$ cat src/rtl/dcr_pkg.sv
package dcr_pkg;
    typedef enum logic {
        PTR_LOW  = 1'b0,
        PTR_HIGH = 1'b1
    } ptr_e;

    typedef enum logic {
        REG_ADDR  = 1'b0,
        REG_COUNT = 1'b1
    } reg_e;
endpackage

$ cat src/rtl/dcr_byte_ptr.sv
module dcr_byte_ptr
    import dcr_pkg::*;
(
    input  logic clk,
    input  logic rst_n,
    input  logic access,
    input  logic clr,
    output ptr_e state,
    output logic hi_sel
);
    ptr_e state_q, state_d;

    // next state: FORCE_LOW beats ADVANCE
    always_comb begin
        state_d = state_q;
        unique case (state_q)
            PTR_LOW: begin
                if (clr)         state_d = PTR_LOW;
                else if (access) state_d = PTR_HIGH;
            end
            PTR_HIGH: begin
                if (clr || access) state_d = PTR_LOW;
            end
            default: state_d = PTR_LOW;
        endcase
    end

    always_ff @(posedge clk or negedge rst_n) begin
        if (!rst_n) state_q <= PTR_LOW;
        else        state_q <= state_d;
    end

    always_comb begin
        state  = state_q;
        hi_sel = (state_q == PTR_HIGH);
    end
endmodule

$ cat src/rtl/dcr_channel.sv
module dcr_channel
    import dcr_pkg::*;
#(
    parameter int SHIFT = 0,
    parameter int VAL_W = 16 + SHIFT
) (
    input  logic             clk,
    input  logic             rst_n,
    input  logic             wr_lo,
    input  logic             wr_hi,
    input  reg_e             wr_reg,
    input  logic [7:0]       wdata,
    input  logic             pos_we,
    input  logic [VAL_W-1:0] pos_in,
    input  logic             dec,
    output logic [VAL_W-1:0] cur_addr,
    output logic [VAL_W-1:0] pos,
    output logic [VAL_W-1:0] addr_rd,
    output logic [VAL_W-1:0] cnt_rd
);
    logic [15:0] start_q, count_q;
    logic [15:0] start_next;

    // start address as it stands after this cycle's high-byte write
    always_comb begin
        start_next = start_q;
        if (wr_hi && wr_reg == REG_ADDR) start_next = {wdata, start_q[7:0]};
    end

    always_ff @(posedge clk or negedge rst_n) begin
        if (!rst_n) begin
            start_q  <= '0;
            count_q  <= '0;
            cur_addr <= '0;
            pos      <= '0;
        end else begin
            if (wr_lo) begin
                if (wr_reg == REG_ADDR) start_q[7:0] <= wdata;
                else                    count_q[7:0] <= wdata;
            end
            if (wr_hi) begin
                if (wr_reg == REG_ADDR) start_q[15:8] <= wdata;
                else                    count_q[15:8] <= wdata;
                cur_addr <= VAL_W'(start_next) << SHIFT;
                pos      <= '0;
            end else if (pos_we) begin
                pos <= pos_in;
            end
        end
    end

    always_comb begin
        addr_rd = dec ? (cur_addr - pos) : (cur_addr + pos);
        cnt_rd  = (VAL_W'(count_q) << SHIFT) - pos;
    end
endmodule

$ cat src/rtl/dcr_readmux.sv
module dcr_readmux
    import dcr_pkg::*;
#(
    parameter int NUM_CH = 4,
    parameter int SHIFT  = 0,
    parameter int VAL_W  = 16 + SHIFT,
    parameter int CH_W   = $clog2(NUM_CH)
) (
    input  logic [NUM_CH*VAL_W-1:0] addr_vals,
    input  logic [NUM_CH*VAL_W-1:0] cnt_vals,
    input  logic [CH_W-1:0]         ch,
    input  reg_e                    reg_sel,
    input  logic                    hi,
    input  logic                    en,
    output logic [7:0]              rbyte
);
    logic [VAL_W-1:0] val, shifted;

    always_comb begin
        val     = (reg_sel == REG_COUNT) ? cnt_vals[ch*VAL_W +: VAL_W]
                                         : addr_vals[ch*VAL_W +: VAL_W];
        shifted = val >> (SHIFT + (hi ? 8 : 0));
        rbyte   = en ? shifted[7:0] : 8'h00;
    end
endmodule

$ cat src/rtl/dma_chan_regfile.sv
module dma_chan_regfile
    import dcr_pkg::*;
#(
    parameter  int NUM_CH = 4,
    parameter  int SHIFT  = 0,
    localparam int CH_W   = $clog2(NUM_CH),
    localparam int OFF_W  = CH_W + 1 + SHIFT,
    localparam int VAL_W  = 16 + SHIFT
) (
    input  logic                    clk,
    input  logic                    rst_n,
    input  logic                    bus_sel,
    input  logic                    bus_wr,
    input  logic [OFF_W-1:0]        bus_off,
    input  logic [7:0]              bus_wdata,
    output logic [7:0]              bus_rdata,
    input  logic                    ptr_clr,
    input  logic [NUM_CH-1:0]       dec_mode,
    input  logic [NUM_CH-1:0]       pos_we,
    input  logic [NUM_CH*VAL_W-1:0] pos_in,
    output logic [NUM_CH*VAL_W-1:0] cur_addr,
    output logic [NUM_CH*VAL_W-1:0] cur_pos
);
    ptr_e                    ptr_state;
    logic                    ptr_hi;
    logic [CH_W:0]           iport;
    logic [CH_W-1:0]         sel_ch;
    reg_e                    sel_reg;
    logic                    acc_wr, lo_wr_any;
    logic [NUM_CH-1:0]       hi_wr, lo_wr;
    logic [NUM_CH*VAL_W-1:0] addr_vals, cnt_vals;

    always_comb begin
        iport     = bus_off[OFF_W-1:SHIFT];
        sel_ch    = iport[CH_W:1];
        sel_reg   = reg_e'(iport[0]);
        acc_wr    = bus_sel && bus_wr;
        lo_wr_any = acc_wr && (ptr_state == PTR_LOW);
    end

    dcr_byte_ptr u_ptr (
        .clk    (clk),
        .rst_n  (rst_n),
        .access (bus_sel),
        .clr    (ptr_clr),
        .state  (ptr_state),
        .hi_sel (ptr_hi)
    );

    for (genvar c = 0; c < NUM_CH; c++) begin : g_ch
        always_comb begin
            lo_wr[c] = lo_wr_any && (sel_ch == CH_W'(c));
            hi_wr[c] = acc_wr && ptr_hi && (sel_ch == CH_W'(c));
        end

        dcr_channel #(.SHIFT(SHIFT), .VAL_W(VAL_W)) u_chan (
            .clk      (clk),
            .rst_n    (rst_n),
            .wr_lo    (lo_wr[c]),
            .wr_hi    (hi_wr[c]),
            .wr_reg   (sel_reg),
            .wdata    (bus_wdata),
            .pos_we   (pos_we[c]),
            .pos_in   (pos_in[c*VAL_W +: VAL_W]),
            .dec      (dec_mode[c]),
            .cur_addr (cur_addr[c*VAL_W +: VAL_W]),
            .pos      (cur_pos[c*VAL_W +: VAL_W]),
            .addr_rd  (addr_vals[c*VAL_W +: VAL_W]),
            .cnt_rd   (cnt_vals[c*VAL_W +: VAL_W])
        );
    end

    dcr_readmux #(.NUM_CH(NUM_CH), .SHIFT(SHIFT), .VAL_W(VAL_W), .CH_W(CH_W)) u_rmux (
        .addr_vals (addr_vals),
        .cnt_vals  (cnt_vals),
        .ch        (sel_ch),
        .reg_sel   (sel_reg),
        .hi        (ptr_hi),
        .en        (bus_sel && !bus_wr),
        .rbyte     (bus_rdata)
    );
endmodule

$ cat config.mk
export PLATFORM = sky130hd
export DESIGN_NAME = dma_chan_regfile
export DESIGN_NICKNAME = d
export VERILOG_FILES = /design/src/rtl/dcr_pkg.sv /design/src/rtl/dcr_byte_ptr.sv /design/src/rtl/dcr_channel.sv /design/src/rtl/dcr_readmux.sv /design/src/rtl/dma_chan_regfile.sv
export SDC_FILE = /design/constraint.sdc
export NUM_CORES = 1
export LEC_CHECK = 0
export BUFFER_PORTS_ARGS = -buffer_cell sky130_fd_sc_hd__buf_2
export CORE_MARGIN = 1
export CORE_UTILIZATION = 40
export DETAILED_ROUTE_END_ITERATION = 8
export HOLD_SLACK_MARGIN = 0.1
export SYNTH_ARGS = -nofsm -noshare
export SYNTH_HDL_FRONTEND = slang
export SYNTH_SLANG_ARGS = --single-unit
$ cat constraint.sdc
create_clock -name clk -period 7.87 [get_ports clk]
set_input_delay 0.787 -clock clk [delete_from_list [all_inputs] [get_ports clk]]
set_output_delay 0.787 -clock clk [all_outputs]
set_load 0.02 [all_outputs]
**Word level (Yosys, flattened, before mapping)**

Cells that the tools add are included.

- Add/subtract/negate cells: 12
- Equality and inequality tests: 3
- Shift-type cells: 3
- Mux-type cells: 23
- Bitwise logic cells: 2
- Reduce and logical (&&, ||, !) cells: 39

Operator list:

| operator | count |
|---|---|
| 16-bit two-way mux | 17 |
| 64-bit by 7-bit indexed part select with 16-bit output | 2 |
| 16-bit subtractor | 8 |
| 16-bit adder | 4 |
| 2-bit AND reduction | 16 |
| 16-bit by 32-bit >> shifter with 8-bit output | 1 |
| 1-bit logical AND | 16 |
| 8-bit two-way mux | 1 |
| 2-bit nonzero test | 4 |
| 2-bit == test (second input constant) | 2 |
| 4-bit two-way mux | 1 |
| 1-bit two-way mux | 3 |
| 2-bit by 1-bit == test with 1-bit output (second input constant) | 1 |
| 2-bit logical NOT | 1 |
| 1-bit inverter | 2 |
| 1-bit case mux with 2 select lines | 1 |
| 1-bit logical NOT | 1 |
| 1-bit logical OR | 1 |

- Bits in registers: 257
- Input bits: 88
- Output and inout bits: 136
- Word-level logic and storage cells: 107

**Longest topological paths before layout**

Gate-level depths: netlist of the first run.

- Word-level depth: 6
- Depth in mapped cells: 16
- Depth with buffers taken out: 16

**By module**

From an unflattened synthesis of the first run, not the netlist that was laid out.

- Cell total of the unflattened synthesis: 1801
- Area, all modules: 18270.0 um2

Modules (own cells, without submodules):

| module | times used | cells each | area an instance (um2) | sequential area each (um2) |
|---|---|---|---|---|
| dcr_channel at g_ch[0].u_chan ... | 2 | 408 | 4235.3 | 1601.5 |
| dcr_channel at g_ch[2].u_chan | 1 | 422 | 4282.9 | 1601.5 |
| dcr_channel at g_ch[3].u_chan | 1 | 413 | 4199.0 | 1601.5 |
| dcr_readmux | 1 | 132 | 1174.9 | 0.0 |
| dma_chan_regfile | 1 | 14 | 97.6 | 0.0 |
| dcr_byte_ptr | 1 | 4 | 45.0 | 25.0 |

**Worst setup path after synthesis of the first run**

Ideal clock, no wire load.

- Kind: in2out
- Start: in dec_mode[1]
- End: out bus_rdata[6]
- Arrival time: 3.545 ns
- Required time: 7.083 ns
- Path slack: 3.538 ns
- Stages on the path: 13
- Buffers on the path: 1
- Path through: clkbuf_1 nor2_1 xnor2_1 ha_1 nor2b_1 o31a_1 o211a_1 o31a_1 o311a_1 o22ai_1 mux2i_1 nor4_1 o22ai_1

- Cells in the longest elaborated chain, start to end: 5

Ends and longest elaborated chain:

| element | line | RTL |
|---|---|---|
| start: declaration | dma_chan_regfile.sv:18 | `input logic [NUM_CH-1:0] dec_mode,` |
| 16-bit two-way mux | dcr_channel.sv:53 | `addr_rd = dec ? (cur_addr - pos) : (cur_addr + pos);` |
| 64-bit by 7-bit indexed part select with 16-bit output | dcr_readmux.sv:21 | `: addr_vals[ch*VAL_W +: VAL_W];` |
| 16-bit two-way mux | dcr_readmux.sv:20 | `val = (reg_sel == REG_COUNT) ? cnt_vals[ch*VAL_W +: VAL_W]` |
| 16-bit by 32-bit >> shifter with 8-bit output | dcr_readmux.sv:22 | `shifted = val >> (SHIFT + (hi ? 8 : 0));` |
| 8-bit two-way mux | dcr_readmux.sv:23 | `rbyte = en ? shifted[7:0] : 8'h00;` |
| end: declaration | dma_chan_regfile.sv:16 | `output logic [7:0] bus_rdata,` |

No other way between the ends.

**Final worst setup path of the first run**

- Start: reg g_ch[0].u_chan.pos[3]
- End: out bus_rdata[5]

- Cells in the longest elaborated chain, start to end: 6
- Elaborated cells on any way between the ends: 9
- Those cells by class: 3 x add/sub; 3 x shift; 3 x mux

Ends and longest elaborated chain:

| element | line | RTL |
|---|---|---|
| start: declaration | dcr_channel.sv:17 | `output logic [VAL_W-1:0] pos,` |
| start signal: assignment | dcr_channel.sv:47 | `pos <= pos_in;` |
| 16-bit adder / 16-bit subtractor (equally long branches) | dcr_channel.sv:53 |  |
| 16-bit two-way mux | dcr_channel.sv:53 |  |
| 64-bit by 7-bit indexed part select with 16-bit output | dcr_readmux.sv:21 |  |
| 16-bit two-way mux * | dcr_readmux.sv:20 |  |
| 16-bit by 32-bit >> shifter with 8-bit output * | dcr_readmux.sv:22 |  |
| 8-bit two-way mux * | dcr_readmux.sv:23 |  |

Every way passes the cells marked *; elsewhere a longest branch is shown, timed or not.

==> run metrics, run 1 <==
status completed; Mapped Area 17400 um2; dpl hpwl 40000 um; synth warn 0; first-pass GRT wire length 82000 um; worst slew pin tran 0.967 ns; IO buf count 223; CP max stage delay 0.59 ns; Syn Area/Cell 10.1 um2; count of buffer and inverter cells on the critical path 1; Distinct cells, synth 76; critical path type reg2out; Final Max Tran Viols 0; CTS hold repair buffers 0; Setup WS pre-CTS 2.83 ns; DRC viols 0; number of clock sinks 257; CTS tree done; core outline area 43100 um2; CP required 7.08 ns; num rows 76; maximum clock rate 0.175 GHz; asr flop ratio synth 1.00; mux cell area share after synthesis 0.179; number of global-route vias before repair 13600; Clock Path Buffers 3; setup bufs post-CTS 0; DRT Wirelength 53200 um; I/O pins 224; Post-synth EDFFs 0; Worst-path clk slew 0.06 ns; most used cell, CP a211oi_1; R2R Path Start u_ptr.hi_sel$_DFF_PN0_; post-CTS sizing 0; CP arrival 4.94 ns; Root Buffer clkbuf_16; largest net degree at the start of global routing 143; Crit-path slowest cell or4_4; Synth Area in Simple Gates 0.111; Top FF cell, synth dfrtp_1; layout cells sized above 1 0.262; synthesis-to-layout area growth 16.6%; syn nets 1941; unrepaired setup endpoints after global routing false; die width 211 um; clock period minus final worst setup slack 5.72 ns; Die Footprint 44400 um2; Synth Area in Compound Gates 0.133; cells after synthesis 1721; Final Wtd Congestion 0.924; maxcap violations 0; initial antenna violation count 1; length of the first detailed-routing pass in iterations 5; top cell family by delay on the critical path compound AO/OA/AOI/OAI gates; Final Hold Viols 0; adder-cell share of the synthesized area 0.0982; Max IR drop VDD 0.000130 V; Worst Setup SP g_ch[0].u_chan.pos[3]$_DFFE_PN0P_; Final WS setup 2.15 ns; #FFs+latches synth 257; Tcrit/Tclk final 0.727; Layout fillers 4011; total CTS buffers 31; routed len/inst 20.9 um; Worst Hold Class in2async; Critical Path End Type primary output; Total GRT Usage 0.241; Total Nets Final 2154; PwrDens 275 nW/um2; LEAKAGE 10.0 nW; die height 211 um; vias per cell 5.50; XOR/XNOR Fraction of Synth Area 0.0763; Max-slew headroom 0.339; clk_skew 0.0107 ns; antenna-violating nets left 0; register area share after synthesis 0.369; TNS Setup 0 ns; DR vias 14000; Remaining Overflow, GRT 0; worst skew pair latency 0.58 ns; CP Cell Sequence or4_4 -> nor4_4 -> a41oi_1 -> xnor2_1 -> ha_1 -> a21o_1 -> a21oi_1 -> o21bai_1 -> a211oi_1 -> o221ai_1 -> a311oi_1 -> nand2_1 -> a211oi_1 -> a41o_1 -> buf_2; H-Tree Depth 1; setup violators final 0; crit path max fanout 6; initial drt markers 1054; initial core utilization 0.405; largest family of logic cells by synthesized area multiplexers; nature of the critical path startpoint register
==> state kept, by name (all words and copies together) (netlist names) <==
register,count
u_ptr.hi_sel,1
g_ch.u_chan.count_q,64
g_ch.u_chan.cur_addr,64
g_ch.u_chan.start_q,64
g_ch.u_chan.pos,64
==> kinds of logic (layout without fill, tap and decap cells) <==
logic type               count (synthesis)  in the layout
other                                    0              1
buffers and inverters                  148            384
flip-flops                             257            257
multiplexers                           273            273
XOR/XNOR                               151            151
AO/OA/AOI/OAI                          349            349
adder cells (fa/ha/maj)                132            132
AND/OR/NAND/NOR                        411            411
==> metal layers <==
metal | wire length [um] | share of wire | GRT usage
met1 | 26300 | 0.49 | 0.360
met2 | 22800 | 0.43 | 0.365
met3 | 2610 | 0.049 | 0.0294
met4 | 1480 | 0.028 | 0.0632
met5 | 0 | 0 | 0
==> power by group <==
part           internal (mW)  switching (mW)  total [mW]
Combinational          0.963            1.29        2.25
Sequential              1.55           0.198        1.75
Clock                   1.02           0.577        1.60
Total                   3.53            2.06        5.59
==> worst register-to-register path: stages, from the launching register on <==
cell     delay (ns)
dfrtp_1        0.68
nand3_1        0.59
nor3_2         0.79
mux2_2         0.43
mux2_2         0.27
==> layout by cell type, fill, tap and decap left out, drive strengths merged, types with 7 or more instances in the layout <==
master / instances
nand2b: 17
nor3: 41
dfrtp: 257
nor4: 7
bufinv: 7
a41oi: 7
mux4: 13
fa: 8
xnor2: 119
nor2b: 16
mux2i: 74
nor2: 168
clkbuf: 41
o21ai: 70
xor2: 32
o2111ai: 9
o31a: 9
mux2: 186
nand3: 23
or3: 10
ha: 124
nand2: 83
a21oi: 73
a21o: 33
a211oi: 12
or2: 8
and3: 11
inv: 94
a31oi: 39
buf: 234
o21a: 27
==> synthesized netlist by cell type, drive strengths merged (5+ instances only) <==
cell type	instances	area, um2
mux2i	74	741
o21bai	6	45.0
nand2b	17	106
a31oi	39	244
xnor2	119	1050
a211o	5	43.8
nand4	6	37.5
xor2	32	280
mux2	186	2090
clkbuf	47	198
fa	8	160
a221oi	5	43.8
a41oi	7	68.8
ha	124	1550
mux4	13	293
nor2b	16	100
nor4	7	58.8
o211ai	6	45.0
nor2	168	631
o31ai	6	45.0
o22ai	5	31.3
o21ai	70	350
nand3	23	115
or2	8	50.1
o21a	27	203
a21o	33	248
a211oi	12	90.1
o2111ai	9	78.8
a21oi	73	365
dfrtp	257	6430
inv	94	353
nor3	41	215
o31a	9	78.8
buf	6	22.5
nor3b	5	37.5
or3	10	63.8
and3	11	70.1
nand2	83	312
and4	5	43.8
==> final cells by class <==
class,instances,area [um2],share of cell area
inverter,94,353,0.0174
antenna,1,2.50,0.000123
clock inverter,15,262,0.0129
timing repair buffer,234,1220,0.0601
tap,585,732,0.0360
sequential,257,6430,0.316
multi-input combinational,1316,10400,0.513
clock buffer,41,893,0.0439
==> worst paths after layout <==
kind	slack, ns	to	cells past startpoint
max	2.15	bus_rdata[5]	15
min	0.26	g_ch[3].u_chan.pos[5]$_DFFE_PN0P_	1
max reg2reg	4.99	g_ch[0].u_chan.cur_addr[15]$_DFFE_PN0P_	4
min reg2reg	0.47	g_ch[1].u_chan.cur_addr[0]$_DFFE_PN0P_	2
max in group asynchronous	6.32	g_ch[0].u_chan.pos[4]$_DFFE_PN0P_	2
min in group clk	0.36	u_ptr.hi_sel$_DFF_PN0_	2
==> per-stage QoR <==
stage	hold WS (ns)	power [mW]	cell area (um2)	instances	util
floorplan	0.444	3.29	17400	1721	-
global placement	0.455	3.96	19200	2486	0.445
detailed placement	0.470	4.00	19200	2486	0.445
CTS	0.312	5.62	20300	2542	0.472
global route	0.342	5.92	20300	2543	0.472
finish	0.257	5.59	20300	2543	0.472
Note: power is estimated with default switching activity, not from simulation.
==> inputs of run 2 (changes only) <==
==> constraint.sdc (replaced) <==
create_clock -name clk -period 5.3 [get_ports clk]
set_input_delay 0.53 -clock clk [delete_from_list [all_inputs] [get_ports clk]]
set_output_delay 0.53 -clock clk [all_outputs]
set_load 0.02 [all_outputs]
==> run metrics, run 2 (same netlist as run 1, synthesis figures left out) <==
status completed; LEAKAGE 9.92 nW (-0.72%); Worst-path clk slew 0.06 ns (about the same); Remaining Overflow, GRT 0 (unchanged); crit path max fanout 6 (unchanged); vias per cell 5.55 (+0.95%); total CTS buffers 28 (-9.7%); unrepaired setup endpoints after global routing false; CTS tree done; first-pass GRT wire length 82000 um (about the same); worst slew pin tran 0.993 ns (+0.0263 ns); post-layout util 0.468 (-0.00349); DRC viols 0 (unchanged); post-route insts no fill 2542 (-0.039%); Critical Path End Type primary output; number of clock sinks 257 (unchanged); num rows 76 (unchanged); die height 211 um (unchanged); H-Tree Depth 1 (unchanged); TNS Setup 0 ns (unchanged); number of global-route vias before repair 13500 (-0.73%); die width 211 um (unchanged); initial core utilization 0.405 (unchanged); largest net degree at the start of global routing 149 (+4.2%); IO buf count 223 (unchanged); critical path type reg2out; Die Footprint 44400 um2 (unchanged); antenna-violating nets left 0 (unchanged); length of the first detailed-routing pass in iterations 7 (+2); maxcap violations 0 (unchanged); synthesis-to-layout area growth 15.7%; CP required 4.77 ns (-2.31 ns); setup bufs post-CTS 0 (unchanged); CP arrival 4.50 ns (-0.44 ns); worst skew pair latency 0.58 ns (about the same); initial antenna violation count 3 (+2); Tcrit/Tclk final 0.949; core outline area 43100 um2 (unchanged); Total Nets Final 2157 (+0.14%); I/O pins 224 (unchanged); routed len/inst 21.1 um (+0.96%); WHS 0.191 ns (-0.0659 ns); Total GRT Usage 0.242 (+0.00181); dpl hpwl 40500 um (+1.3%); final instance area 20200 um2 (-0.74%); Max-slew headroom 0.333 (-0.00599); Worst Hold Class in2reg; clk_skew 0.0298 ns (+0.0191 ns); PwrDens 394 nW/um2 (+43%); Clock Path Buffers 3 (unchanged); DRT Wirelength 53700 um (+0.92%); initial drt markers 1144 (+8.5%); most frequent cells in the layout 257 x dfrtp_1, 222 x buf_2, 186 x mux2_2; setup violators final 0 (unchanged); Final Wtd Congestion 0.938 (+1.5%); Max IR drop VDD 0.000241 V (+85%); DP Area 19200 um2 (+0.16%); layout cells sized above 1 0.262 (about the same); commonest non-fill, non-tap cell in the layout dfrtp_1; Post-Place Cells 2490 (+0.16%); clock period minus final worst setup slack 5.03 ns; nature of the critical path startpoint register; Final Max Tran Viols 0 (unchanged); Final Hold Viols 0 (unchanged); maximum clock rate 0.199 GHz; Root Buffer clkbuf_16; DR vias 14100 (+0.92%)
==> run 2: cell types whose count changed in the layout (fill, tap and decap cells not counted), sizes merged <==
cell,previous run,this run
buf,234,238
bufinv,7,2
clkbuf,41,36
clkinv,5,7
clkinvlp,3,4
dlygate4sd3,0,2
==> run 2: layout make-up <==
class	count	area, um2
diodes	1	2.50
clock buffers	36	812
clock inverters	13	133
fillers	4095	22900
inverters	94	353
multi-input cells	1316	10400
flip-flops and latches	257	6430
well taps	585	732
repair buffers	240	1270
==> run 2: routing by layer <==
| metal | track usage | vias to the layer above | part of all wire |
|---|---|---|---|
| met4 | 0.0657 | 0 | 0.025 |
| met1 | 0.372 | 6954 | 0.50 |
| met3 | 0.0205 | 72 | 0.049 |
| met2 | 0.363 | 429 | 0.43 |
| met5 | 0 | - | 0 |
| li1 | - | 6659 | - |
==> run 2: stage by stage <==
stage               power (mW)  worst slack, ns
detailed placement        5.93            0.777
floorplan                 4.88             1.29
global placement          5.90            0.956
CTS                       7.99            0.149
global route              8.42          0.00397
finish                    7.94            0.272
==> run 2: report_power, final <==
group | total, mW | internal [mW] | switching (mW)
combinational | 3.33 | 1.43 | 1.90
sequential | 2.60 | 2.30 | 0.298
clock | 2.01 | 1.17 | 0.839
total | 7.94 | 4.91 | 3.04
==> run 2: worst paths after layout <==
check                                                           start                                endpoint  slack, ns  cells after the start
worst max-delay path                g_ch[0].u_chan.pos[3]$_DFFE_PN0P_                            bus_rdata[7]       0.27                     14
worst min-delay path                                       pos_in[54]       g_ch[3].u_chan.pos[6]$_DFFE_PN0P_       0.19                      3
worst max register to register                 u_ptr.hi_sel$_DFF_PN0_  g_ch[1].u_chan.count_q[13]$_DFFE_PN0P_       2.34                      4
max in group asynchronous                                       rst_n   g_ch[0].u_chan.count_q[7]$_DFFE_PN0P_       3.62                      3
worst min register to register  g_ch[3].u_chan.start_q[0]$_DFFE_PN0P_  g_ch[3].u_chan.cur_addr[0]$_DFFE_PN0P_       0.48                      2
min in group asynchronous                                       rst_n       g_ch[3].u_chan.pos[5]$_DFFE_PN0P_       0.41                      2
==> run 2: worst max-delay path, cell delays in order, from the launching register on <==
cell and delay, ns:
dfrtp_1 0.44, or4_4 0.58, nor4_4 0.30, a41oi_1 0.19
xnor2_1 0.22, ha_1 0.33, a21o_1 0.24, a211o_1 0.27
o21ai_0 0.09, a31o_2 0.14, mux2i_1 0.09, nor3_2 0.20
o2111ai_1 0.19, o32ai_2 0.42, buf_2 0.24
==> run 2: timing repair <==
action	CTS	global route
resized for setup	0	3
hold buffers	2	0
endpoints found under the setup margin	0	2
hold endpoints to repair	38	0
